`src/rtl/rtc_comp_pkg.sv`:
```
package rtc_comp_pkg;

  localparam int unsigned NUM_LEVELS = 3;
  localparam int unsigned BUDGET_W   = 7;

  // Exact value 8'h01 means "no correction"; otherwise BCD in bits 6:0.
  function automatic logic [BUDGET_W-1:0] setting_to_ticks(input logic [7:0] setting);
    logic [BUDGET_W-1:0] tens;
    logic [BUDGET_W-1:0] units;
    tens  = BUDGET_W'(setting[6:4]);
    units = BUDGET_W'(setting[3:0]);
    if (setting == 8'h01) return '0;
    return tens * BUDGET_W'(10) + units;
  endfunction

endpackage

```
`src/rtl/rtc_comp_lvl_dec.sv`:
```
module rtc_comp_lvl_dec
  import rtc_comp_pkg::*;
(
  input  logic [7:0]          setting,
  output logic [BUDGET_W-1:0] ticks,
  output logic                add_time
);

  always_comb begin
    ticks    = setting_to_ticks(setting);
    add_time = setting[7];
  end

endmodule

```
`src/rtl/rtc_comp_sched.sv`:
```
module rtc_comp_sched
  import rtc_comp_pkg::*;
#(
  parameter int unsigned LEVELS = NUM_LEVELS,
  parameter int unsigned CW     = BUDGET_W
) (
  input  logic              clk,
  input  logic              rst_n,
  input  logic              comp_en,
  input  logic              win,
  input  logic [LEVELS-1:0] arm,
  input  logic [CW-1:0]     ticks [LEVELS],
  input  logic [LEVELS-1:0] add_time,
  output logic [LEVELS-1:0] lvl_onehot,
  output logic              adj_add
);

  localparam int unsigned SEL_W = (LEVELS > 1) ? $clog2(LEVELS) : 1;

  logic              win_q;
  logic              win_start;
  logic [CW-1:0]     budget [LEVELS];
  logic [LEVELS-1:0] dir_q;
  logic [LEVELS-1:0] pending;
  logic [SEL_W-1:0]  sel;
  logic              any_pending;

  assign win_start = win & ~win_q;

  // Lowest-numbered level with budget left goes first.
  always_comb begin
    sel         = '0;
    any_pending = 1'b0;
    for (int i = LEVELS - 1; i >= 0; i--) begin
      if (pending[i]) begin
        sel         = SEL_W'(i);
        any_pending = 1'b1;
      end
    end
  end

  genvar g;
  generate
    for (g = 0; g < LEVELS; g++) begin : g_pend
      assign pending[g]    = (budget[g] != '0);
      assign lvl_onehot[g] = any_pending && win && comp_en && (sel == SEL_W'(g));
    end
  endgenerate

  assign adj_add = dir_q[sel];

  always_ff @(posedge clk or negedge rst_n) begin
    if (!rst_n) begin
      win_q <= 1'b0;
      dir_q <= '0;
      for (int i = 0; i < LEVELS; i++) budget[i] <= '0;
    end else begin
      win_q <= win;
      if (!comp_en || !win) begin
        for (int i = 0; i < LEVELS; i++) budget[i] <= '0;
      end else if (win_start) begin
        dir_q <= add_time;
        for (int i = 0; i < LEVELS; i++) budget[i] <= arm[i] ? ticks[i] : '0;
      end else if (any_pending) begin
        budget[sel] <= budget[sel] - CW'(1);
      end
    end
  end

endmodule

```
`src/rtl/rtc_comp_prescaler.sv`:
```
module rtc_comp_prescaler #(
  parameter int unsigned DIV = 32768
) (
  input  logic clk,
  input  logic rst_n,
  input  logic skip,
  input  logic hold,
  output logic tick
);

  localparam int unsigned CNT_W = $clog2(DIV);
  localparam logic [CNT_W:0] DIV_V = (CNT_W + 1)'(DIV);

  logic [CNT_W-1:0] cnt;
  logic [1:0]       step;
  logic [CNT_W:0]   nxt;

  always_comb begin
    if (hold)      step = 2'd0;
    else if (skip) step = 2'd2;
    else           step = 2'd1;
    nxt = {1'b0, cnt} + (CNT_W + 1)'(step);
  end

  always_ff @(posedge clk or negedge rst_n) begin
    if (!rst_n) begin
      cnt  <= '0;
      tick <= 1'b0;
    end else if (nxt >= DIV_V) begin
      cnt  <= CNT_W'(nxt - DIV_V);
      tick <= 1'b1;
    end else begin
      cnt  <= CNT_W'(nxt);
      tick <= 1'b0;
    end
  end

endmodule

```
`src/rtl/rtc_drift_comp.sv`:
```
module rtc_drift_comp
  import rtc_comp_pkg::*;
#(
  parameter int unsigned DIV = 32768
) (
  input  logic       clk,
  input  logic       rst_n,
  input  logic       comp_en,
  input  logic [7:0] cfg_hour,
  input  logic [7:0] cfg_day,
  input  logic [7:0] cfg_month,
  input  logic       win_last_min,
  input  logic       last_hour,
  input  logic       last_day,
  output logic       sec_tick
);

  logic [7:0]            setting [NUM_LEVELS];
  logic [BUDGET_W-1:0]   ticks   [NUM_LEVELS];
  logic [NUM_LEVELS-1:0] add_time;
  logic [NUM_LEVELS-1:0] arm;
  logic [NUM_LEVELS-2:0] outer_last;
  logic [NUM_LEVELS-1:0] lvl_onehot;
  logic                  adj_add;
  logic                  adj_any;

  assign setting[0]  = cfg_hour;
  assign setting[1]  = cfg_day;
  assign setting[2]  = cfg_month;
  assign outer_last  = {last_day, last_hour};

  genvar g;
  generate
    for (g = 0; g < NUM_LEVELS; g++) begin : g_lvl
      rtc_comp_lvl_dec u_dec (
        .setting  (setting[g]),
        .ticks    (ticks[g]),
        .add_time (add_time[g])
      );
      if (g == 0) begin : g_arm0
        assign arm[g] = 1'b1;
      end else begin : g_armn
        assign arm[g] = arm[g-1] & outer_last[g-1];
      end
    end
  endgenerate

  rtc_comp_sched #(
    .LEVELS (NUM_LEVELS),
    .CW     (BUDGET_W)
  ) u_sched (
    .clk        (clk),
    .rst_n      (rst_n),
    .comp_en    (comp_en),
    .win        (win_last_min),
    .arm        (arm),
    .ticks      (ticks),
    .add_time   (add_time),
    .lvl_onehot (lvl_onehot),
    .adj_add    (adj_add)
  );

  assign adj_any = |lvl_onehot;

  rtc_comp_prescaler #(
    .DIV (DIV)
  ) u_pre (
    .clk   (clk),
    .rst_n (rst_n),
    .skip  (adj_any & adj_add),
    .hold  (adj_any & ~adj_add),
    .tick  (sec_tick)
  );

endmodule

```
`config.mk`:
```
export PLATFORM = sky130hd
export DESIGN_NAME = rtc_drift_comp
export DESIGN_NICKNAME = d
export VERILOG_FILES = /design/src/rtl/rtc_comp_pkg.sv /design/src/rtl/rtc_comp_lvl_dec.sv /design/src/rtl/rtc_comp_sched.sv /design/src/rtl/rtc_comp_prescaler.sv /design/src/rtl/rtc_drift_comp.sv
export SDC_FILE = /design/constraint.sdc
export NUM_CORES = 1
export LEC_CHECK = 0
export BUFFER_PORTS_ARGS = -buffer_cell sky130_fd_sc_hd__buf_4
export CAP_MARGIN = 40
export CORE_MARGIN = 1
export CORE_UTILIZATION = 52
export CTS_CLUSTER_DIAMETER = 80
export DETAILED_ROUTE_END_ITERATION = 12
export GPL_ROUTABILITY_DRIVEN = 1
export GPL_TIMING_DRIVEN = 0
export PLACE_DENSITY_LB_ADDON = 0.08
export REMOVE_ABC_BUFFERS = 1
export SLEW_MARGIN = 20
export SYNTH_ARGS = -nofsm -noshare
export SYNTH_HDL_FRONTEND = slang
export SYNTH_SLANG_ARGS = --single-unit
```
`constraint.sdc`:
```
create_clock -name clk -period 4.2 [get_ports clk]
set_input_delay 0.63 -clock clk [delete_from_list [all_inputs] [get_ports clk]]
set_output_delay 0.63 -clock clk [all_outputs]
set_load 0.02 [all_outputs]
```
# After elaboration in Yosys (flattened, before gate mapping)

Index checks and enable logic that the tools add are counted.

Flip-flop bits (word level): 41
Input port bits: 30
Output and inout bits: 1

Add/sub/neg operators: 6
Multiply operators: 3
Order comparisons: 4
Equal/unequal tests: 5
Multiplexer cells: 32
Bitwise gates (word level): 8
Reduce and logical (&&, ||, !) cells: 16

Operators by type and width:

| operator                | count |
|---|---|
| $mux W7                 | 11 |
| $mux W21                | 3 |
| $eq A8 B1 Y1 const B    | 3 |
| $add A7 B4 Y7           | 3 |
| $bwmux W21              | 1 |
| $reduce_bool A7 Y1      | 3 |
| $mul A3 B3 Y6 const B   | 3 |
| $add A15 B2 Y16         | 1 |
| $ge A16 B16 Y1 const B  | 1 |
| $mux W15                | 1 |
| $sub A15 B1 Y15 const B | 1 |
| $bmux W7 S2             | 1 |
| $demux W7 S2            | 1 |
| $mux W2                 | 5 |
| $mux W1                 | 8 |
| $sub A7 B1 Y7 const B   | 1 |
| $logic_and A1 B1 Y1     | 6 |
| $and A1 B1 Y1           | 4 |
| $ge A3 B3 Y1 const B    | 1 |
| $lt A2 B3 Y1 const B    | 1 |
| $lt A3 B1 Y1 const B    | 1 |
| $not A1 Y1              | 3 |
| $not A2 Y3              | 1 |
| $reduce_bool A3 Y1      | 1 |
| other kinds (8)         | 9 |

# Depth between registers and ports, before layout

Gate-level depths: netlist (run 1).

Word-level depth: 14
Depth in mapped cells: 13
Depth with buffers taken out: 11

# By module

A second synthesis (run 1) with hierarchy kept.

Cells, all modules: 366
Area total of the unflattened synthesis: 3263.1 µm²

Modules (own cells, without submodules):

| module             | instances | cells each | area each (µm²) | sequential area each (µm²) |
|---|---|---|---|---|
| rtc_comp_sched     | 1         | 205        | 1669.1          | 625.6 |
| rtc_comp_prescaler | 1         | 63         | 787.0           | 400.4 |
| rtc_comp_lvl_dec   | 3         | 31         | 259.0           | 0.0 |
| rtc_drift_comp     | 1         | 5          | 30.0            | 0.0 |

# Worst setup path before layout (run 1)

Ideal clock, no wire load.

Path type: register -> register
From: reg u_sched.budget[1] in the netlist's numbering
To: reg u_pre.cnt[13]
Setup time: 125 ps
Arrival time: 2734 ps
Data required time: 4075 ps
Setup slack: 1341 ps
Cell stages (with the launch flop): 13
Buffers on the path: 1
Cell sequence: dfrtp_1 > or4_1 > nand3b_1 > nand3_1 > buf_2 > nor2_1 > a211oi_1 > ha_1 > a21o_1 > nor2b_1 > nand2_1 > nor2_1 > xor2_1

Cells in the longest elaborated chain, start to end: 14

Ends and longest elaborated chain:

| element                                                  | RTL line                                           | RTL |
|---|---|---|
| from (decl)                                              | rtc_comp_sched.sv:22                               | `logic [CW-1:0] budget [LEVELS];` |
| from (signal, indexed assignment)                        | rtc_comp_sched.sv:65                               | `budget[sel] <= budget[sel] - CW'(1);` |
| $reduce_bool A7 Y1 (*)                                   | rtc_comp_sched.sv:45                               | `assign pending[g] = (budget[g] != '0);` |
| $mux W1 (3 in series)                                    | rtc_comp_sched.sv:35                               | `if (pending[i]) begin` |
| $logic_and A1 B1 Y1 (3 in series)                        | rtc_comp_sched.sv:46                               | `assign lvl_onehot[g] = any_pending && win && comp_en && (sel == SEL_W'(g));` |
| $reduce_or A3 Y1                                         | rtc_drift_comp.sv:63                               | `assign adj_any = \|lvl_onehot;` |
| $and A1 B1 Y1                                            | rtc_drift_comp.sv:70                               | `.skip (adj_any & adj_add),` |
| $mux W2                                                  | rtc_comp_prescaler.sv:20                           | `else if (skip) step = 2'd2;` |
| $mux W2 (*)                                              | rtc_comp_prescaler.sv:19                           | `if (hold) step = 2'd0;` |
| $add A15 B2 Y16 (*)                                      | rtc_comp_prescaler.sv:22                           | `nxt = {1'b0, cnt} + (CNT_W + 1)'(step);` |
| via u_pre.nxt[13]                                        | rtc_comp_prescaler.sv:16                           | `logic [CNT_W:0] nxt;` |
| $sub A15 B1 Y15 / $ge A16 B16 Y1 (equally long branches) | rtc_comp_prescaler.sv:30, rtc_comp_prescaler.sv:29 |  |
| $mux W15 (*)                                             | rtc_comp_prescaler.sv:29                           | `end else if (nxt >= DIV_V) begin` |
| to (signal assigned)                                     | rtc_comp_prescaler.sv:30                           | `cnt <= CNT_W'(nxt - DIV_V);` |
| to (signal assigned)                                     | rtc_comp_prescaler.sv:33                           | `cnt <= CNT_W'(nxt);` |
| to (decl)                                                | rtc_comp_prescaler.sv:14                           | `logic [CNT_W-1:0] cnt;` |

The timed path passes the listed nets; every way through them passes the cells marked *. The select of a mux whose other input is x is not followed.
A chain may end at the register's enable or synchronous reset.

# Final worst setup path (run 1)

From: reg u_sched.budget[19] in the netlist's numbering
To: reg u_pre.cnt[13]

Cells in the longest elaborated chain, start to end: 12

Ends and longest elaborated chain:

| element                                                  | RTL line |
|---|---|
| $reduce_bool A7 Y1 (*)                                   | rtc_comp_sched.sv:45 |
| $mux W1                                                  | rtc_comp_sched.sv:35 |
| $logic_and A1 B1 Y1 (3 in series)                        | rtc_comp_sched.sv:46 |
| $reduce_or A3 Y1                                         | rtc_drift_comp.sv:63 |
| $and A1 B1 Y1                                            | rtc_drift_comp.sv:70 |
| $mux W2                                                  | rtc_comp_prescaler.sv:20 |
| $mux W2 (*)                                              | rtc_comp_prescaler.sv:19 |
| $add A15 B2 Y16 (*)                                      | rtc_comp_prescaler.sv:22 |
| via u_pre.nxt[13]                                        | rtc_comp_prescaler.sv:16 |
| $sub A15 B1 Y15 / $ge A16 B16 Y1 (equally long branches) | rtc_comp_prescaler.sv:30, rtc_comp_prescaler.sv:29 |
| $mux W15 (*)                                             | rtc_comp_prescaler.sv:29 |

Marked as above.

==> summary.md, run 1 <==
| Metric | Value |
|---|---|
| Post CTS Setup Buffer Count | `0` |
| Reg clk slew, reported paths | `0.08 ns` |
| CP max FO | `14` |
| CP top delay family | `simple AND/OR/NAND/NOR gates` |
| Slew @ Worst Pin | `0.683 ns` |
| Sequential cell area fraction in the yosys report | `0.362` |
| Post-synth ARST share | `1.00` |
| Syn_area_per_cell | `9.42 µm²` |
| Period utilization | `0.837` |
| RSZ-0062 raised after global routing | `false` |
| Synth Register Bits | `41` |
| Die area | `0.00575 mm²` |
| Vias | `2,364` |
| Tmin final | `3.52 ns` |
| Mapped Cells | `301` |
| Hold Crit Class | `in2async` |
| Antenna cells | `0` |
| WL per Instance | `15.5 µm` |
| Yosys Warn Count | `0` |
| DR vias/cell | `5.87` |
| CP endpoint kind | `register` |
| Post-CTS sizing | `0` |
| Synth Cell Area | `0.00284 mm²` |
| F_max | `284 MHz` |
| Largest net degree at the start of global routing | `42` |
| Clk_lat worst skew | `0.29 ns` |
| Nets | `387` |
| Final Hold Fails | `0` |
| TritonCTS Sinks | `41` |
| Final setup vio count | `0` |
| Status | `finished clean` |
| TritonCTS clock tree | `yes` |
| Max-slew violation count | `0` |
| Row Count | `26` |
| DR iter-0 viols | `136` |
| Core outline area | `0.00517 mm²` |
| Final clock skew | `0.00980 ns` |
| DP HPWL | `4920 µm` |
| Die Height | `75.9 µm` |
| GP Congestion | `0.919` |
| P_leak | `1.50 nW` |
| Area grow syn2layout | `14.0%` |
| Number of remaining DRC errors | `0` |
| Max clock buf depth | `2` |
| Initial antenna violation count | `0` |
| IO Pins | `31` |
| Max incr delay on CP | `0.64 ns` |
| Startpoint types | `register` |
| Die Width | `75.9 µm` |
| Max IR drop VDD | `0.240 mV` |
| Number of flops mapped to enable cells by yosys | `0` |
| Router iterations before antenna repair | `4` |
| Initial Util | `0.548` |
| Max H-tree Level | `2` |
| Ys flop type | `dfrtp_1` |
| CP bufs+invs | `0` |
| Final Hold Slack | `0.313 ns` |
| Slowest-stage cell, CP | `a211oi_1` |
| Proportion of layout cells with a drive suffix above 1 | `0.153` |
| Cts hold-fix bufs | `0` |
| GRT Resource Usage Total | `0.248` |
| Type of the worst setup path | `reg2reg` |
| Inserted Clock Buffers | `5` |
| Grt ovf | `0` |
| Setup TNS | `0 ns` |
| First-pass GRT wire length | `10,600 µm` |
| Fin cells | `403` |
| Number of global-route vias before repair | `2,290` |
| DP Cell Count | `395` |
| Synth unique cells | `58` |
| IO buf count | `30` |
| Post-layout util | `0.625` |
| Data arrival time at the worst-slack endpoint | `3.69 ns` |
| Max Cap Viol | `0` |
| Slew headroom | `0.539` |
| Final ANT Viol Nets | `0` |
| Worst-path cell chain | `nor4_4, and2_1, nand3_1, a211oi_1, ha_1, a21o_1, nor2b_1, nand2_1, nor2_1, xor2_1` |
| Root Buffer | `clkbuf_8` |
| Critical Path RT | `4.37 ns` |
| Power per Cell Area | `470 mW/mm²` |
| Routed wire length | `6230 µm` |
-- cell type report --
type                            count  area [µm²]
Clock buffer                        6        72.6
Tap cell                           70        87.6
Clock inverter                      2        38.8
Sequential cell                    41        1030
Inverter                            7        26.3
Timing Repair Buffer               30         225
Fill cell                         455        1940
Multi-Input combinational cell    247        1760
-- cells in the final DEF, fill, tap and decap left out, drive strengths merged, types with 7 or more instances in the layout --
cell   instances
nand2         26
xor2          11
o21ai          8
ha            21
buf           30
dfrtp         41
a21o           8
nand3          8
nor2          36
xnor2         20
a21oi         26
inv            7
-- report_power, final --
group	leakage (nW)	switching, mW	total [mW]	internal, mW
registers	0.530	0.0748	0.541	0.466
logic	0.917	0.384	0.664	0.280
clock network	0.0554	0.137	0.315	0.178
-- path summary, 6_finish.rpt --
path                                         start                 to  slack (ns)  depth (start not counted)
worst min-delay path                         rst_n  u_sched.budget[2]        0.31                          1
worst max-delay path            u_sched.budget[19]      u_pre.cnt[13]        0.68                         10
worst max register to register  u_sched.budget[19]      u_pre.cnt[13]        0.68                         10
max in group asynchronous                    rst_n       u_pre.cnt[0]        3.53                          1
worst min register to register        u_pre.cnt[5]       u_pre.cnt[5]        0.47                          1
min in group clk                      u_pre.cnt[5]       u_pre.cnt[5]        0.47                          1
-- state kept, by name, indices dropped and copies added (netlist names) --
signal	cells
u_sched.budget	21
u_pre.cnt	15
u_pre.tick	1
u_sched.win_q	1
u_sched.dir_q	3
-- per-stage QoR --
stage                     area [µm²]  total power [mW]  setup slack, ns
after floorplan                 2810              1.02             1.37
after global placement          3120              1.19            0.776
after detailed placement        3120              1.20            0.717
after CTS                       3230              1.52            0.704
after global routing            3230              1.61            0.486
final                           3230              1.52            0.684
-- per-layer routing --
layer	track usage	share of wire	vias to the layer above	wire, µm
met4	0.0802	0.020	0	122
met5	0	0	-	0
met2	0.416	0.47	47	2940
met3	0.0357	0.039	10	240
met1	0.330	0.47	1137	2930
li1	-	-	1170	-
-- worst reg2reg max path, stage by stage (launching register included) --
cell and delay (ns):
dfrtp_1 0.47, nor4_4 0.39, and2_1 0.37, nand3_1 0.49, a211oi_1 0.64, ha_1 0.34
a21o_1 0.24, nor2b_1 0.17, nand2_1 0.10, nor2_1 0.06, xor2_1 0.13
-- synthesized netlist by cell type (all sizes together), types with 4 or more instances --
cell type | number | area share
o21ai | 8 | 0.015
nand4 | 4 | 0.0088
nor4 | 6 | 0.019
a31oi | 6 | 0.013
nand2 | 26 | 0.035
a21o | 8 | 0.021
nor3 | 5 | 0.012
nand3 | 8 | 0.014
o31ai | 5 | 0.017
ha | 21 | 0.093
a2bb2oi | 5 | 0.015
xor2 | 11 | 0.034
inv | 7 | 0.0093
a21oi | 26 | 0.047
fa | 4 | 0.028
nor2 | 36 | 0.048
xnor2 | 20 | 0.062
dfrtp | 41 | 0.36
-- kinds of logic after synthesis --
group,synth area share
simple gates,0.190
compound gates,0.194
flops,0.362
xor+xnor,0.0957
fa+ha+maj,0.121
buf+inv,0.0185
mux,0.0190
Note: power is estimated with default switching activity, not from simulation.
==> inputs of run 2 (changes only) <==
==> constraint.sdc (replaced) <==
create_clock -name clk -period 3.6 [get_ports clk]
set_input_delay 0.54 -clock clk [delete_from_list [all_inputs] [get_ports clk]]
set_output_delay 0.54 -clock clk [all_outputs]
set_load 0.02 [all_outputs]
==> run 2 against run 1 <==
Total power increased by 17%. Clock power is 17% higher. Cell count unchanged. Non-clock buffer count did not move. Register-to-register slack lost 0.44 ns.
==> summary.md, run 2 (synthesis results as in run 1) <==
| Metric | Value |
|---|---|
| Final setup vio count | `0 (unchanged)` |
| Startpoint types | `register (unchanged)` |
| Number of global-route vias before repair | `2,290 (unchanged)` |
| Clk_lat worst skew | `0.29 ns (about the same)` |
| Area grow syn2layout | `14.2% (was 14.0%)` |
| Period utilization | `0.932 (was 0.837)` |
| Internal | `1.08 mW (was 924 µW)` |
| Post-CTS sizing | `0 (unchanged)` |
| Data arrival time at the worst-slack endpoint | `3.57 ns (was 3.69 ns)` |
| Router iterations before antenna repair | `4 (unchanged)` |
| Max Cap Viol | `0 (unchanged)` |
| TritonCTS clock tree | `yes (unchanged)` |
| GR Util met1 | `0.330 (unchanged)` |
| Most frequent cells in the layout | `dfrtp_1 (41), nor2_1 (36), buf_4 (30) (unchanged)` |
| CP endpoint kind | `register (unchanged)` |
| Initial Util | `0.548 (unchanged)` |
| Antenna cells | `0 (unchanged)` |
| Setup TNS | `0 ns (unchanged)` |
| IO Pins | `31 (unchanged)` |
| Slew @ Worst Pin | `0.802 ns (was 0.683 ns)` |
| Proportion of layout cells with a drive suffix above 1 | `0.156 (was 0.153)` |
| Top reg by flops | `u_sched.budget (unchanged)` |
| GP Congestion | `0.919 (unchanged)` |
| Type of the worst setup path | `reg2reg (unchanged)` |
| Slew headroom | `0.459 (was 0.539)` |
| Tmin final | `3.36 ns (was 3.52 ns)` |
| Initial antenna violation count | `0 (unchanged)` |
| Critical Path RT | `3.81 ns (was 4.37 ns)` |
| Inserted Clock Buffers | `5 (unchanged)` |
| GRT Resource Usage Total | `0.248 (unchanged)` |
| Clock share of power | `0.207 (about the same)` |
| Max clock buf depth | `2 (unchanged)` |
| Max-slew violation count | `0 (unchanged)` |
| TritonCTS Sinks | `41 (unchanged)` |
| Max FFs per register | `21 (unchanged)` |
| Busiest grt layer | `met2 (unchanged)` |
| GR Util met2 | `0.416 (unchanged)` |
| Row Count | `26 (unchanged)` |
| Max IR drop VDD | `0.280 mV (was 0.240 mV)` |
| Vias | `2,361 (was 2,364)` |
| DR vias/cell | `5.86 (was 5.87)` |
| Die Height | `75.9 µm (unchanged)` |
| First-pass GRT wire length | `10,600 µm (unchanged)` |
| DP HPWL | `4920 µm (unchanged)` |
| Hold Crit Class | `in2async (unchanged)` |
| Largest net degree at the start of global routing | `42 (unchanged)` |
| DR iter-0 viols | `147 (was 136)` |
| Grt ovf | `0 (unchanged)` |
| Post CTS Setup Buffer Count | `0 (unchanged)` |
| Core outline area | `0.00517 mm² (unchanged)` |
| RSZ-0062 raised after global routing | `false (unchanged)` |
| Tot Pwr | `1.78 mW (was 1.52 mW)` |
| Commonest non-fill, non-tap cell in the layout | `dfrtp_1 (unchanged)` |
| CP max FO | `14 (unchanged)` |
| IO buf count | `30 (unchanged)` |
| Number of remaining DRC errors | `0 (unchanged)` |
| Max incr delay on CP | `0.51 ns (was 0.64 ns)` |
| WL per Instance | `15.5 µm (about the same)` |
| Die Width | `75.9 µm (unchanged)` |
| Power per Cell Area | `549 mW/mm² (was 470 mW/mm²)` |
| Pre-CTS setup slack | `0.117 ns (was 0.717 ns)` |
| Reg power frac | `0.354 (was 0.356)` |
| Reg clk slew, reported paths | `0.08 ns (about the same)` |
| Comb pwr share | `0.438 (was 0.437)` |
| Cts hold-fix bufs | `0 (unchanged)` |
| Final ANT Viol Nets | `0 (unchanged)` |
| Routed wire length | `6260 µm (was 6230 µm)` |
| Largest regs | `u_sched.budget (21), u_pre.cnt (15), u_sched.dir_q (3) (unchanged)` |
| Slowest-stage cell, CP | `nand3_1 (was a211oi_1)` |
| Worst-path cell chain | `nor4_4, and2_1, nand3_1, nor2_1, a211oi_2, ha_1, a21o_1, nor2b_1, nand2_1, nor2_1, xor2_1 (was nor4_4, and2_1, nand3_1, a211oi_1, ha_1, a21o_1, nor2b_1, nand2_1, nor2_1, xor2_1)` |
| Sw Share | `0.393 (was 0.392)` |
| Switch Pwr | `700 µW (was 596 µW)` |
| Die area | `0.00575 mm² (unchanged)` |
| Status | `finished clean (unchanged)` |
| F_max | `298 MHz (was 284 MHz)` |
| Worst Slack Setup Final | `0.244 ns (was 0.684 ns)` |
| P_leak | `1.50 nW (about the same)` |
| Final clock skew | `0.0113 ns (was 0.00980 ns)` |
| CP dominant cell by count | `nor2_1` |
| Met3 GRT Util | `0.0357 (unchanged)` |
| Nets | `387 (unchanged)` |
| Final Hold Fails | `0 (unchanged)` |
| Root Buffer | `clkbuf_8 (unchanged)` |
| Max H-tree Level | `2 (unchanged)` |
[run 2: cell count changes in the layout (fill, tap and decap cells not counted)]
cell / previous run / this run
a211oi_1: 1 / 0
a211oi_2: 0 / 1
[run 2: path summary, 6_finish.rpt]
| kind | from | end | slack [ns] | cells past startpoint |
|---|---|---|---|---|
| worst max-delay path | u_sched.budget[19] | u_pre.cnt[13] | 0.24 | 11 |
| max in group asynchronous | rst_n | u_pre.cnt[0] | 3.02 | 1 |
| worst min-delay path | rst_n | u_sched.dir_q[2] | 0.22 | 1 |
| worst max register to register | u_sched.budget[19] | u_pre.cnt[13] | 0.24 | 11 |
| worst min register to register | u_pre.cnt[5] | u_pre.cnt[5] | 0.47 | 1 |
| min in group clk | win_last_min | u_sched.win_q | 0.39 | 1 |
[run 2: power groups by stage]
stage | logic [mW] | registers (mW) | clock network [mW]
floorplan | 0.569 | 0.617 | 0
global placement | 0.753 | 0.637 | 0
detailed placement | 0.764 | 0.638 | 0
CTS | 0.767 | 0.630 | 0.374
global route | 0.853 | 0.642 | 0.390
finish | 0.780 | 0.630 | 0.369
[run 2: critical path: cells and delay by family (launching register included)]
family,cells,cell delay (ns)
flops,1,0.47
compound gates,2,0.31
simple gates,7,2.01
fa+ha+maj,1,0.34
xor+xnor,1,0.15
[run 2: metal layers]
layer / share of wire / routed length (µm) / up-vias
li1: - / - / 1170
met1: 0.47 / 2940 / 1133
met2: 0.47 / 2910 / 48
met3: 0.046 / 287 / 10
met4: 0.019 / 122 / 0
met5: 0 / 0 / -
[run 2: stage by stage]
stage	std cells	area, µm²	hold WS [ns]	utilization
after floorplan	295	2810	0.244	-
after global placement	395	3120	0.455	0.604
after detailed placement	395	3120	0.461	0.604
after CTS	403	3230	0.240	0.625
after global routing	403	3240	0.271	0.626
final	403	3240	0.221	0.626
[run 2: layout make-up]
cell class                 instances  area (µm²)
timing repair buffer              30         225
clock inverter                     2        38.8
sequential                        41        1030
tap                               70        87.6
clock buffer                       6        72.6
multi-input combinational        247        1760
fill                             455        1930
inverter                           7        26.3
==> inputs of run 3 (changes only) <==
--- a/config.mk
+++ b/config.mk
@@ -14,6 +14,7 @@
 export GPL_ROUTABILITY_DRIVEN = 1
 export GPL_TIMING_DRIVEN = 0
 export PLACE_DENSITY_LB_ADDON = 0.08
+export RECOVER_POWER = 50
 export REMOVE_ABC_BUFFERS = 1
 export SLEW_MARGIN = 20
 export SYNTH_ARGS = -nofsm -noshare
==> run 3 against run 2 <==
The run now ends with max-capacitance violations, max-slew violations left. Clock skew stayed put. Maximum frequency unchanged. Worst setup slack did not move. Via count did not move. First-iteration DRC count unchanged. Design area down 0.23%. Sequential cell count is the same. Global-route usage is the same. Largest power group unchanged. Total power barely moved. Combinational power is essentially flat.
==> summary.md, run 3 (synthesis results as in run 1) <==
| Metric | Value |
|---|---|
| Most frequent cells in the layout | `dfrtp_1 (41), nor2_1 (36), buf_4 (28) (was dfrtp_1 (41), nor2_1 (36), buf_4 (30))` |
| Slew @ Worst Pin | `2.17 ns (was 0.802 ns)` |
| First-pass GRT wire length | `10,600 µm (unchanged)` |
| Die area | `0.00575 mm² (unchanged)` |
| Initial Util | `0.548 (unchanged)` |
| Final clock skew | `0.0113 ns (unchanged)` |
| Root Buffer | `clkbuf_8 (unchanged)` |
| Final setup vio count | `0 (unchanged)` |
| Inserted Clock Buffers | `5 (unchanged)` |
| Max H-tree Level | `2 (unchanged)` |
| Fin cells | `403 (unchanged)` |
| WL per Instance | `15.5 µm (about the same)` |
| GP Congestion | `0.919 (unchanged)` |
| IO buf count | `30 (unchanged)` |
| Max-slew violation count | `42 (was 0)` |
| DP HPWL | `4920 µm (unchanged)` |
| Router iterations before antenna repair | `4 (unchanged)` |
| Max incr delay on CP | `0.51 ns (about the same)` |
| Status | `finished, violations left (was finished clean)` |
| Reg clk slew, reported paths | `0.08 ns (about the same)` |
| Hold Crit Class | `in2reg (was in2async)` |
| Initial antenna violation count | `0 (unchanged)` |
| Core outline area | `0.00517 mm² (unchanged)` |
| Proportion of layout cells with a drive suffix above 1 | `0.150 (was 0.156)` |
| Pre-CTS setup slack | `0.117 ns (unchanged)` |
| Max IR drop VDD | `0.280 mV (about the same)` |
| Reg-to-reg slack, setup | `0.24 ns (about the same)` |
| DR vias/cell | `5.86 (unchanged)` |
| Final Hold Fails | `0 (unchanged)` |
| Comb pwr share | `0.438 (about the same)` |
| Number of remaining DRC errors | `0 (unchanged)` |
| Hold Crit Start | `win_last_min` |
| Slew headroom | `-0.445 (was 0.459)` |
| Startpoint types | `register (unchanged)` |
| Die Height | `75.9 µm (unchanged)` |
| Final ANT Viol Nets | `0 (unchanged)` |
| Reg2Reg Launch Point | `u_sched.budget[19] (unchanged)` |
| CP endpoint kind | `register (unchanged)` |
| DR iter-0 viols | `147 (unchanged)` |
| Vias | `2,361 (unchanged)` |
| Final Cell Area | `0.00323 mm² (was 0.00324 mm²)` |
| Switch Pwr | `700 µW (about the same)` |
| Commonest non-fill, non-tap cell in the layout | `dfrtp_1 (unchanged)` |
| Reg2reg end | `u_pre.cnt[13] (unchanged)` |
| Filler instances | `456 (was 455)` |
| TritonCTS clock tree | `yes (unchanged)` |
| Data arrival time at the worst-slack endpoint | `3.57 ns (about the same)` |
| Number of cells on the worst reg-to-reg path | `11 (unchanged)` |
| Nets | `387 (unchanged)` |
| IO Pins | `31 (unchanged)` |
| Setup TNS | `0 ns (unchanged)` |
| Power per Cell Area | `550 mW/mm² (was 549 mW/mm²)` |
| F_max | `298 MHz (unchanged)` |
| Type of the worst setup path | `reg2reg (unchanged)` |
| GRT Resource Usage Total | `0.248 (unchanged)` |
| RSZ-0062 raised after global routing | `false (unchanged)` |
| Period utilization | `0.932 (unchanged)` |
| WHS Path Cells | `1` |
| Register area | `0.00103 mm² (unchanged)` |
| Max Cap Viol | `1 (was 0)` |
| Max FFs per register | `21 (unchanged)` |
| Antenna cells | `0 (unchanged)` |
| Reg power frac | `0.355 (was 0.354)` |
| Grt ovf | `0 (unchanged)` |
| TritonCTS Sinks | `41 (unchanged)` |
| Area grow syn2layout | `13.9% (was 14.2%)` |
| Internal | `1.08 mW (about the same)` |
| Sw Share | `0.394 (was 0.393)` |
| Slowest-stage cell, CP | `nand3_1 (unchanged)` |
| Critical Path RT | `3.81 ns (about the same)` |
| Failing checks | `max-capacitance violations, max-slew violations` |
| Top reg by flops | `u_sched.budget (unchanged)` |
| CP top delay family | `simple AND/OR/NAND/NOR gates (unchanged)` |
| Hold Path End | `u_sched.win_q` |
| Cts hold-fix bufs | `0 (unchanged)` |
| P_leak | `1.50 nW (about the same)` |
| Worst Slack Setup Final | `0.244 ns (unchanged)` |
| CP max FO | `14 (unchanged)` |
| Clk_lat worst skew | `0.29 ns (about the same)` |
| Footprint of the multi-input gates | `0.00176 mm² (unchanged)` |
| DP Cell Count | `395 (unchanged)` |
| Number of global-route vias before repair | `2,290 (unchanged)` |
| Tmin final | `3.36 ns (unchanged)` |
| Clock share of power | `0.208 (was 0.207)` |
| Max clock buf depth | `2 (unchanged)` |
| Die Width | `75.9 µm (unchanged)` |
| CP bufs+invs | `0 (unchanged)` |
| Worst-path cell chain | `nor4_4, and2_1, nand3_1, nor2_1, a211oi_2, ha_1, a21o_1, nor2b_1, nand2_1, nor2_1, xor2_1 (unchanged)` |
| Cell Area, Placed | `0.00312 mm² (unchanged)` |
| Routed wire length | `6260 µm (about the same)` |
| Largest regs | `u_sched.budget (21), u_pre.cnt (15), u_sched.dir_q (3) (unchanged)` |
| CP dominant cell by count | `nor2_1 (unchanged)` |
| Largest net degree at the start of global routing | `42 (unchanged)` |
| Row Count | `26 (unchanged)` |
## run 3: routing by layer
| layer | GRT usage | wire length [µm] | vias up |
|---|---|---|---|
| li1 | - | - | 1170 |
| met3 | 0.0357 | 286 | 10 |
| met1 | 0.330 | 2940 | 1133 |
| met2 | 0.416 | 2910 | 48 |
| met5 | 0 | 0 | - |
| met4 | 0.0802 | 122 | 0 |
## run 3: what timing repair did
action / CTS / global route
buffers inserted: 0 / 0
setup endpoints to repair: 0 / 1
resized for setup: 0 / 1
## run 3: worst max path at each step
| stage | from | endpoint | cells past startpoint |
|---|---|---|---|
| finish | u_sched.budget[19] | u_pre.cnt[13] | 11 |
| global placement | u_sched.budget[19] | u_pre.cnt[13] | 10 |
| global route | u_sched.budget[19] | u_pre.cnt[13] | 11 |
| detailed placement | u_sched.budget[19] | u_pre.cnt[13] | 10 |
| floorplan | u_sched.budget[1] | u_pre.cnt[13] | 11 |
| CTS | u_sched.budget[19] | u_pre.cnt[13] | 10 |
## run 3: power groups by stage
stage | sequential (mW) | combinational [mW] | clock, mW
6_report | 0.630 | 0.779 | 0.369
5_1_grt | 0.642 | 0.852 | 0.390
4_1_cts | 0.630 | 0.767 | 0.374
3_5_place_dp | 0.638 | 0.764 | 0
3_3_place_gp | 0.637 | 0.753 | 0
2_1_floorplan | 0.617 | 0.569 | 0
## run 3: final cells by class
class,count,share of cell area
Clock buffer,6,0.0225
Sequential cell,41,0.317
Inverter,7,0.00813
Clock inverter,2,0.0120
Tap cell,70,0.0271
Timing Repair Buffer,30,0.0674
Multi-Input combinational cell,247,0.545
## run 3: worst reg2reg max path: stages, from the launching register on
cell      delay [ns]
dfrtp_1         0.47
nor4_4          0.39
and2_1          0.37
nand3_1         0.51
nor2_1          0.29
a211oi_2        0.11
ha_1            0.34
a21o_1          0.21
nor2b_1         0.22
nand2_1         0.11
nor2_1          0.12
xor2_1          0.15
## run 3: metrics by stage
step,power [mW],utilization,hold slack [ns]
floorplan,1.19,-,0.244
global placement,1.39,0.604,0.455
detailed placement,1.40,0.604,0.461
CTS,1.77,0.625,0.240
global route,1.88,0.625,0.452
finish,1.78,0.625,0.438
